`src/rtl/hpi_seq_pkg.sv`:
```
package hpi_seq_pkg;

    typedef enum logic [2:0] {
        ST_IDLE,
        ST_SETUP,
        ST_LATCH,
        ST_STB_LOW,
        ST_WAIT_RDY,
        ST_HOLD,
        ST_GAP
    } seq_state_e;

    // Round a nanosecond minimum up to whole clock cycles, never below one.
    function automatic int ns_to_cyc(input int ns, input int clk_ns);
        int c;
        c = (ns + clk_ns - 1) / clk_ns;
        return (c < 1) ? 1 : c;
    endfunction

    function automatic int imax(input int a, input int b);
        return (a > b) ? a : b;
    endfunction

endpackage

```
`src/rtl/hpi_rdy_sync.sv`:
```
module hpi_rdy_sync (
    input  logic clk,
    input  logic rst_n,
    input  logic rdy_n_async,
    output logic rdy_n_sync
);
    logic stage1;

    always_ff @(posedge clk or negedge rst_n) begin
        if (!rst_n) begin
            stage1     <= 1'b1;
            rdy_n_sync <= 1'b1;
        end else begin
            stage1     <= rdy_n_async;
            rdy_n_sync <= stage1;
        end
    end
endmodule

```
`src/rtl/hpi_seq_timer.sv`:
```
module hpi_seq_timer #(
    parameter int TW = 8
) (
    input  logic          clk,
    input  logic          rst_n,
    input  logic          load,
    input  logic [TW-1:0] load_val,
    output logic          expired
);
    logic [TW-1:0] cnt;

    always_ff @(posedge clk or negedge rst_n) begin
        if (!rst_n)
            cnt <= '0;
        else if (load)
            cnt <= load_val;
        else if (cnt != '0)
            cnt <= cnt - 1'b1;
    end

    assign expired = (cnt == '0);
endmodule

```
`src/rtl/hpi_strobe_seq.sv`:
```
module hpi_strobe_seq
    import hpi_seq_pkg::*;
#(
    parameter int DW           = 16,
    parameter int CLK_NS       = 4,
    parameter int M_NS         = 10,
    parameter bit LATCH_MODE   = 1'b1,
    parameter int TIMEOUT_CYC  = 20,
    parameter int SEL_SETUP_NS = 5,
    parameter int SEL_HOLD_NS  = 2,
    parameter int STB_LOW_NS   = 15,
    parameter int DAT_SETUP_NS = 5,
    parameter int DAT_HOLD_NS  = 2,
    parameter int AS_LEAD_NS   = 2
) (
    input  logic          clk,
    input  logic          rst_n,
    input  logic          req_valid,
    input  logic [1:0]    req_cntl,
    input  logic          req_rnw,
    input  logic          req_hw,
    input  logic [DW-1:0] req_wdata,
    output logic          busy,
    output logic          done,
    output logic          timeout_err,
    output logic [DW-1:0] rd_data,
    output logic [1:0]    hpi_cntl,
    output logic          hpi_rnw,
    output logic          hpi_hw,
    output logic          hpi_as_n,
    output logic          hpi_cs_n,
    output logic          hpi_ds1_n,
    output logic          hpi_ds2_n,
    input  logic          hpi_rdy_n,
    input  logic [DW-1:0] hd_in,
    output logic [DW-1:0] hd_out,
    output logic          hd_oe
);
    localparam int SETUP_CYC = ns_to_cyc(SEL_SETUP_NS, CLK_NS);
    localparam int AS_CYC    = ns_to_cyc(AS_LEAD_NS, CLK_NS);
    localparam int STB_CYC   = imax(ns_to_cyc(STB_LOW_NS, CLK_NS),
                                    ns_to_cyc(DAT_SETUP_NS, CLK_NS));
    localparam int HOLD_CYC  = imax(ns_to_cyc(DAT_HOLD_NS, CLK_NS),
                                    ns_to_cyc(SEL_HOLD_NS, CLK_NS));
    localparam int GAP_MIN   = ns_to_cyc(2 * M_NS, CLK_NS);
    localparam int GAP_CYC   = (GAP_MIN > HOLD_CYC) ? (GAP_MIN - HOLD_CYC) : 1;
    localparam int TMO_CYC   = (TIMEOUT_CYC < 1) ? 1 : TIMEOUT_CYC;
    localparam int TW        = $clog2(TMO_CYC + GAP_CYC + STB_CYC + SETUP_CYC
                                      + AS_CYC + HOLD_CYC + 1) + 1;

    seq_state_e    state, state_d;
    logic          rdy_s;
    logic          tmr_load, tmr_zero;
    logic [TW-1:0] tmr_val;
    logic          timeout_hit, rdy_hit;
    logic          as_phase, oe_win;

    logic [1:0]    cntl_q;
    logic          rnw_q, hw_q, err_q;
    logic [DW-1:0] wdata_q, rdata_q;

    hpi_rdy_sync u_sync (
        .clk         (clk),
        .rst_n       (rst_n),
        .rdy_n_async (hpi_rdy_n),
        .rdy_n_sync  (rdy_s)
    );

    hpi_seq_timer #(.TW(TW)) u_tmr (
        .clk      (clk),
        .rst_n    (rst_n),
        .load     (tmr_load),
        .load_val (tmr_val),
        .expired  (tmr_zero)
    );

    assign rdy_hit     = (state == ST_WAIT_RDY) && !rdy_s;
    assign timeout_hit = (state == ST_WAIT_RDY) && rdy_s && tmr_zero;

    // Next-state selection
    always_comb begin
        state_d = state;
        unique case (state)
            ST_IDLE:     if (req_valid) state_d = ST_SETUP;
            ST_SETUP:    if (tmr_zero)  state_d = LATCH_MODE ? ST_LATCH : ST_STB_LOW;
            ST_LATCH:    if (tmr_zero)  state_d = ST_STB_LOW;
            ST_STB_LOW:  if (tmr_zero)  state_d = ST_WAIT_RDY;
            ST_WAIT_RDY: if (rdy_hit || timeout_hit) state_d = ST_HOLD;
            ST_HOLD:     if (tmr_zero)  state_d = ST_GAP;
            ST_GAP:      if (tmr_zero)  state_d = ST_IDLE;
            default:                    state_d = ST_IDLE;
        endcase
    end

    // Duration of the state being entered
    always_comb begin
        tmr_load = (state_d != state);
        unique case (state_d)
            ST_SETUP:    tmr_val = TW'(SETUP_CYC - 1);
            ST_LATCH:    tmr_val = TW'(AS_CYC - 1);
            ST_STB_LOW:  tmr_val = TW'(STB_CYC - 1);
            ST_WAIT_RDY: tmr_val = TW'(TMO_CYC - 1);
            ST_HOLD:     tmr_val = TW'(HOLD_CYC - 1);
            ST_GAP:      tmr_val = TW'(GAP_CYC - 1);
            default:     tmr_val = '0;
        endcase
    end

    // State register
    always_ff @(posedge clk or negedge rst_n) begin
        if (!rst_n) state <= ST_IDLE;
        else        state <= state_d;
    end

    // Request capture, read capture and error flag
    always_ff @(posedge clk or negedge rst_n) begin
        if (!rst_n) begin
            cntl_q  <= '0;
            rnw_q   <= 1'b1;
            hw_q    <= 1'b0;
            wdata_q <= '0;
            rdata_q <= '0;
            err_q   <= 1'b0;
        end else begin
            if (state == ST_IDLE && req_valid) begin
                cntl_q  <= req_cntl;
                rnw_q   <= req_rnw;
                hw_q    <= req_hw;
                wdata_q <= req_wdata;
                err_q   <= 1'b0;
            end
            if (rdy_hit)     rdata_q <= hd_in;
            if (timeout_hit) err_q   <= 1'b1;
        end
    end

    // Bus outputs by state
    always_comb begin
        hpi_cs_n  = 1'b1;
        hpi_ds1_n = 1'b1;
        hpi_ds2_n = 1'b1;
        as_phase  = 1'b0;
        oe_win    = 1'b0;
        done      = 1'b0;
        unique case (state)
            ST_IDLE, ST_GAP: ;
            ST_SETUP: begin
                hpi_cs_n = 1'b0;
                oe_win   = 1'b1;
            end
            ST_LATCH: begin
                hpi_cs_n = 1'b0;
                as_phase = 1'b1;
                oe_win   = 1'b1;
            end
            ST_STB_LOW, ST_WAIT_RDY: begin
                hpi_cs_n  = 1'b0;
                hpi_ds1_n = 1'b0;
                as_phase  = 1'b1;
                oe_win    = 1'b1;
            end
            ST_HOLD: begin
                hpi_cs_n = 1'b0;
                oe_win   = 1'b1;
                done     = tmr_zero;
            end
            default: ;
        endcase
    end

    generate
        if (LATCH_MODE) begin : g_latch
            assign hpi_as_n = ~as_phase;
        end else begin : g_nolatch
            assign hpi_as_n = 1'b1;
        end
    endgenerate

    assign busy        = (state != ST_IDLE);
    assign timeout_err = err_q;
    assign rd_data     = rdata_q;
    assign hpi_cntl    = cntl_q;
    assign hpi_rnw     = rnw_q;
    assign hpi_hw      = hw_q;
    assign hd_out      = wdata_q;
    assign hd_oe       = oe_win & ~rnw_q;
endmodule

```
`config.mk`:
```
export PLATFORM = sky130hd
export DESIGN_NAME = hpi_strobe_seq
export DESIGN_NICKNAME = d
export VERILOG_FILES = /design/src/rtl/hpi_seq_pkg.sv /design/src/rtl/hpi_rdy_sync.sv /design/src/rtl/hpi_seq_timer.sv /design/src/rtl/hpi_strobe_seq.sv
export SDC_FILE = /design/constraint.sdc
export NUM_CORES = 1
export LEC_CHECK = 0
export BUFFER_PORTS_ARGS = -buffer_cell sky130_fd_sc_hd__buf_2
export CELL_PAD_IN_SITES_DETAIL_PLACEMENT = 1
export CELL_PAD_IN_SITES_GLOBAL_PLACEMENT = 2
export CORE_ASPECT_RATIO = 0.8
export CORE_MARGIN = 4
export CORE_UTILIZATION = 27
export DETAILED_ROUTE_END_ITERATION = 10
export PLACE_DENSITY = 0.75
export SLEW_MARGIN = 40
export SYNTH_ARGS = -nofsm -noshare
export SYNTH_HDL_FRONTEND = slang
export SYNTH_SLANG_ARGS = --single-unit
```
`constraint.sdc`:
```
create_clock -name clk -period 1.52 [get_ports clk]
set_input_delay 0.076 -clock clk [delete_from_list [all_inputs] [get_ports clk]]
set_output_delay 0.076 -clock clk [all_outputs]
set_load 0.005 [all_outputs]
```
==> key figures, run 1 <==
Global route
  – Initial antenna violation count: 0
  – Vias in the first global route: ~2,000
  – Grt ovf: 0
  – Largest net degree at the start of global routing: 22
  – First-pass GRT wire length: between 9 and 10 mm
  – Global router's overall resource usage: 0.1277

Synth
  – Yosys warns: 0
  – Synth Instances: roughly 170
  – Seq cells post-synth: slightly below 50
  – Top-count cell post-synth: dfrtp_1
  – Sequential share of the synthesized area: 0.5715
  – Post-synth EDFFs: 0
  – Synth top area cells: dfrtp_1, mux2_2, mux2_1
  – Asr flop ratio synth: 1.000
  – Cell taking the most area after synthesis: dfrtp_1
  – Top_reg_cell synth: dfrtp_1
  – Distinct cells, synth: 40
  – Syn nets: approximately 210
  – Syn Area/Cell: 12.89 um2
  – List of most frequent post-synthesis cells: dfrtp_1, mux2_2, nand2_1, nor2_1, mux2_1
  – Top-area cell type share of the netlist area: 0.5349
  – Synth Cell Area: around 0.0022 mm2

STA
  – Peak Freq: roughly 0.6 GHz
  – Fin crit period: between 1.5 and 2 ns
  – Skew final: between 0.006 and 0.007 ns
  – Final hold vios: 0
  – Final setup viols: 11
  – Period utilization: 1.112
  – Pins Over Slew Limit: 0
  – Unrepaired setup endpoints after global routing: true
  – Worst Hold Slack: ~0.0085 ns
  – Final worst slack: -0.1702 ns

Worst setup path
  – Register-to-Register Setup Slack: -0.17 ns
  – Worst Setup Path Type: register to register
  – WP data arrival: roughly 1.9 ns
  – Critical Path Sink Type: register
  – Worst endpoint required time: roughly 1.7 ns
  – Worst-path fanout max: 5
  – CP Launch Type: register

Floorplan
  – Initial Utilization: 0.2844
  – Area of the core: 0.007567 mm2
  – # rows: 28
  – Chip width: around 110 um
  – Die height: approximately 88 um
  – DIE AREA: ~0.0095 mm2
  – I/O pin total: 84

Clock network
  – CTS buffer count: 5
  – Htree depth: 2
  – Largest buffer count on any clock path: 2
  – Root Buffer: clkbuf_8
  – CTS Sinks: between 40 and 50
  – Clk Latency, worst-skew pair: roughly 0.3 ns
  – CTS tree: yes
  – Clock transition at path regs: approximately 0.09 ns

Routing
  – Initial DRC Count: 30
  – Avg WL per Cell: roughly 14 um
  – Residual DRC count: 0
  – Drt total wl: ~5.9 mm
  – First-pass DRT Iterations: 4
  – Vias/cell: 4.322
  – Vias: about 1,800
  – Post-route ant nets: 0

Placed design
  – Setup slack at placement: -0.1686 ns
  – Area post-placement: between 0.002 and 0.003 mm2
  – Placed insts: roughly 370
  – Hpwl dp: between 4 and 5 mm
  – IO buf count: 82
  – Gpl congestion: between 0.8 and 0.9

Final layout
  – Proportion of layout cells with a drive suffix above 1: 0.5756
  – Non-Filler Instances: 416
  – Area growth syn-to-layout: 56.10%
  – Antenna cells: 0
  – Total Nets Final: 351
  – Post-route cell area: about 0.0034 mm2

Power
  – Maximum VDD drop: 0.5466 mV
  – Leakage: about 1.6 nW
  – Pwr Density: approximately 1600 mW/mm2

Worst hold path
  – Hold Crit Class: primary input to register

Run
  – Max-cap check violation count: 0

Run status
  – Failing checks: negative setup slack
  – Outcome: complete, but fails checks
cells by family (layout without fill, tap and decap cells):
group | Yosys count | count (layout) | share of synthesized area
AOI/OAI and AO/OA | 22 | 22 | 0.07151
xor gates and xnor gates | 5 | 5 | 0.02035
adders and majority gates | 1 | 1 | 0.005813
buffers and inverters | 14 | 158 | 0.03836
DFF | 49 | 49 | 0.5715
muxes | 36 | 36 | 0.1884
other | 1 | 1 | 0.001743
and+or+nand+nor | 39 | 39 | 0.1023
registers in the layout (all words and copies together), names as in the netlist, 2 cells and up:
name,count
hd_out,16
rd_data,16
state,3
u_tmr.cnt,7
hpi_cntl,2
layout by cell type, fill, tap and decap left out, drive strengths merged:
cell type and count:
a21oi 5, a221oi 1, a22oi 1, a31oi 3, a32oi 1, a41oi 1, and2 1, buf 117
clkbuf 7, clkinvlp 1, conb 1, dfrtp 46, dfstp 3, dlygate4sd3 28, ha 1, inv 5
mux2 36, nand2 12, nand2b 1, nand3 2, nor2 13, nor2b 1, nor3 5, nor3b 1
nor4 1, o21ai 6, o221a 1, o22ai 2, o31a 1, or2 1, or3 1, xnor2 5
critical path, stage by stage, from the launching register on:
cell	delay (ns)
dfrtp_1	0.40
inv_2	0.08
ha_4	0.13
nor3b_4	0.22
buf_4	0.14
and2_4	0.16
buf_4	0.12
xnor2_1	0.10
nor2_1	0.06
a31oi_1	0.18
per-stage QoR:
| stage | setup TNS (ns) | util | total power [mW] |
|---|---|---|---|
| floorplan | -0.1086 | - | 3.138 |
| global placement | -0.2829 | 0.3780 | 4.079 |
| detailed placement | -0.9476 | 0.3780 | 4.150 |
| CTS | -0.7577 | 0.4334 | 5.180 |
| global route | -2.290 | 0.4439 | 5.648 |
| finish | -1.095 | 0.4439 | 5.256 |
power breakdown:
part | internal [mW] | leakage, nW | total (mW) | switching (mW)
clock network | 0.371 | 0.0445 | 0.798 | 0.428
logic | 1.36 | 0.984 | 2.45 | 1.09
registers | 1.74 | 0.615 | 2.01 | 0.265
total | 3.48 | 1.64 | 5.26 | 1.78
per-layer routing:
layer	global-route usage	wire [um]	vias to the layer above
met1	0.1627	2686	871
met5	0	0	-
met4	0.04128	70	0
li1	-	-	868
met2	0.2128	2841	55
met3	0.03464	323	4
area by class of cell:
cell class / instances / area, um2
clock inverters: 1 / 7.507
fillers: 859 / 4208
repair buffers: 145 / 982.2
well taps: 105 / 131.4
flip-flops and latches: 49 / 1231
multi-input cells: 104 / 902.1
clock buffers: 7 / 86.33
inverters: 5 / 18.77
repair_timing:
action                                  CTS  global route
endpoints found under the hold margin    37             3
pin swaps                                 4             5
setup buffers                             5             3
cloned                                    0             0
endpoints found under the setup margin   14            15
hold buffers                             25             3
resized for setup                        10             7
path summary, 6_finish.rpt:
| path | startpoint | end | cells after the start |
|---|---|---|---|
| min in group asynchronous | rst_n | hd_out[4] | 2 |
| hold / removal | req_cntl[1] | hpi_cntl[1] | 2 |
| hold reg to reg | u_sync.stage1 | u_sync.rdy_n_sync | 0 |
| setup reg to reg | u_tmr.cnt[1] | u_tmr.cnt[0] | 9 |
| setup / recovery | u_tmr.cnt[1] | u_tmr.cnt[0] | 9 |
| max in group asynchronous | rst_n | hd_out[15] | 3 |
Note: power is estimated with default switching activity, not from simulation.
==> run 2: changes to the inputs <==
--- a/config.mk
+++ b/config.mk
@@ -12,7 +12,9 @@
 export CORE_MARGIN = 4
 export CORE_UTILIZATION = 27
 export DETAILED_ROUTE_END_ITERATION = 10
+export HOLD_SLACK_MARGIN = 0.03
 export PLACE_DENSITY = 0.75
+export SKIP_CTS_REPAIR_TIMING = 1
 export SLEW_MARGIN = 40
 export SYNTH_ARGS = -nofsm -noshare
 export SYNTH_HDL_FRONTEND = slang
==> key figures, run 2 (synthesis gave the netlist of run 1 again) <==
Global route
  – Grt ovf: 0 (unchanged)
  – Initial antenna violation count: 0 (unchanged)
  – Met1 GRT Util: 0.1512 (was 0.1627)
  – First-pass GRT wire length: 8.845 mm (was 9.611 mm)
  – Met3 usage: 0.04348 (was 0.03464)
  – Vias in the first global route: 1,850 (was 2,009)
  – Largest net degree at the start of global routing: 22 (unchanged)
  – GR peak layer: met2 (unchanged)
  – Global routing usage on met2: 0.1840 (was 0.2128)
  – Global router's overall resource usage: 0.1175 (was 0.1277)

Routing
  – Drt total wl: 6.131 mm (was 5.921 mm)
  – First-pass DRT Iterations: 4 (unchanged)
  – Avg WL per Cell: 14.49 um (was 14.23 um)
  – Initial DRC Count: 25 (was 30)
  – Vias/cell: 4.307 (was 4.322)
  – Vias: 1,822 (was 1,798)
  – Post-route ant nets: 0 (unchanged)
  – Residual DRC count: 0 (unchanged)

Power
  – Psw: 1.755 mW (was 1.779 mW)
  – Clk pwr share: 0.153 (was 0.152)
  – Maximum VDD drop: 0.6025 mV (was 0.5466 mV)
  – Leakage: 1.665 nW (was 1.643 nW)
  – Combinational cell fraction of total power: 0.458 (was 0.466)
  – Sequential Power Share: 0.389 (was 0.382)
  – Sw frac: 0.3380 (was 0.3385)
  – Pint: 3.436 mW (was 3.477 mW)
  – Pwr Density: 1517 mW/mm2 (was 1565 mW/mm2)
  – Overall power: 5.191 mW (was 5.256 mW)

Final layout
  – Most frequent cells in the layout: buf_2, dfrtp_1, dlygate4sd3_1, buf_4, mux2_2 (was buf_2, dfrtp_1, buf_4, dlygate4sd3_1, mux2_2)
  – Combined area of the multi-input logic cells: 890.9 um2 (was 902.1 um2)
  – Proportion of layout cells with a drive suffix above 1: 0.5394 (was 0.5756)
  – Filler cell count: 862 (was 859)
  – Total Nets Final: 357 (was 351)
  – Register area: 0.001232 mm2 (was 0.001231 mm2)
  – Commonest non-fill, non-tap cell in the layout: buf_2 (unchanged)
  – Area growth syn-to-layout: 59.01% (was 56.10%)

Worst setup path
  – Worst Setup Path Type: register to output pin (was register to register)
  – Worst-path fanout max: 4 (was 5)
  – Top delay family on crit path: simple AND/OR/NAND/NOR gates (unchanged)
  – R2R Path Start: u_tmr.cnt[1] (unchanged)
  – Critical path buffers and inverters: 2 (was 3)
  – Critical Path Sink Type: output pin (was register)
  – Max incr delay on CP: 0.40 ns (about the same)
  – Crit path cell chain: inv_2, ha_4, nor3b_4, nand3_2, nor3_4, buf_2 (was inv_2, ha_4, nor3b_4, buf_4, and2_4, buf_4, xnor2_1, nor2_1, a31oi_1)
  – WP data arrival: 1.65 ns (was 1.90 ns)
  – Crit path max-delay cell type: dfrtp_1 (unchanged)
  – CP Launch Type: register (unchanged)
  – Worst Setup SP: u_tmr.cnt[1] (unchanged)
  – Worst endpoint required time: 1.44 ns (was 1.73 ns)

Clock network
  – CTS tree: yes (unchanged)
  – CTS Sinks: 49 (unchanged)
  – Htree depth: 2 (unchanged)
  – Root Buffer: clkbuf_8 (unchanged)
  – Clk Latency, worst-skew pair: 0.30 ns (about the same)
  – CTS buffer count: 5 (unchanged)
  – Largest buffer count on any clock path: 2 (unchanged)
  – Clock transition at path regs: 0.09 ns (about the same)

Floorplan
  – DIE AREA: 0.009472 mm2 (unchanged)
  – Initial Utilization: 0.2844 (unchanged)
  – Die height: 87.86 um (unchanged)
  – # rows: 28 (unchanged)
  – Chip width: 107.8 um (unchanged)
  – I/O pin total: 84 (unchanged)
  – Area of the core: 0.007567 mm2 (unchanged)

STA
  – Fin Setup TNS: -1.026 ns (was -1.095 ns)
  – Worst Hold Slack: 0.1451 ns (was 0.008501 ns)
  – Skew final: 0.007137 ns (was 0.006229 ns)
  – Final setup viols: 11 (unchanged)
  – Pins Over Slew Limit: 0 (unchanged)
  – Fin crit period: 1.721 ns (was 1.690 ns)
  – Final worst slack: -0.2015 ns (was -0.1702 ns)
  – Peak Freq: 0.5809 GHz (was 0.5916 GHz)
  – Period utilization: 1.133 (was 1.112)
  – Final hold vios: 0 (unchanged)
  – Unrepaired setup endpoints after global routing: true (unchanged)

Worst hold path
  – Min-delay src: req_valid (was req_cntl[1])
  – Hold Crit Class: primary input to register (unchanged)

Placed design
  – Gpl congestion: 0.8145 (unchanged)
  – Setup slack at placement: -0.1686 ns (unchanged)
  – IO buf count: 82 (unchanged)
  – Hpwl dp: 4.307 mm (unchanged)

Run
  – Max-cap check violation count: 0 (unchanged)

Run status
  – Outcome: complete, but fails checks (unchanged)
  – Failing checks: negative setup slack (unchanged)
## run 2: routing by layer
metal,routed length [um],share of wire
met1,2714,0.44
met2,3060,0.50
met3,316,0.052
met4,40,0.0065
met5,0,0
## run 2: path summary, 6_finish.rpt
path,end,slack [ns],cells past startpoint
max reg2reg,u_tmr.cnt[0],-0.14,8
min in group asynchronous,u_tmr.cnt[2],0.24,2
min,timeout_err,0.15,4
min reg2reg,u_sync.rdy_n_sync,0.36,0
max,done,-0.20,6
max in group asynchronous,hd_out[15],0.66,3
## run 2: metrics by stage
| step | utilization | cell area [um2] | cells |
|---|---|---|---|
| global placement | 0.3780 | 2860 | 372 |
| detailed placement | 0.3780 | 2860 | 372 |
| global route | 0.4519 | 3420 | 422 |
| finish | 0.4522 | 3422 | 423 |
| floorplan | - | 2155 | 167 |
| CTS | 0.3904 | 2954 | 380 |
## run 2: worst min-delay path, delay by kind of cell
family | cells | cell delay (ns)
compound gates | 1 | 0.06
simple gates | 2 | 0.14
buf+inv | 1 | 0.13
## run 2: power groups by stage
stage / sequential, mW / combinational (mW) / clock (mW)
after detailed placement: 2.03 / 2.12 / 0
after CTS: 2.01 / 2.13 / 0.842
after floorplan: 2.03 / 1.10 / 0
final: 2.02 / 2.38 / 0.795
after global placement: 2.00 / 2.08 / 0
after global routing: 2.08 / 2.63 / 0.899
## run 2: cell type report
| type | count | area share |
|---|---|---|
| Antenna cell | 1 | 0.0007313 |
| Timing Repair Buffer | 151 | 0.3075 |
| Multi-Input combinational cell | 104 | 0.2603 |
| Sequential cell | 49 | 0.3601 |
| Tap cell | 105 | 0.03839 |
| Clock buffer | 7 | 0.02523 |
| Clock inverter | 1 | 0.002194 |
| Inverter | 5 | 0.005484 |
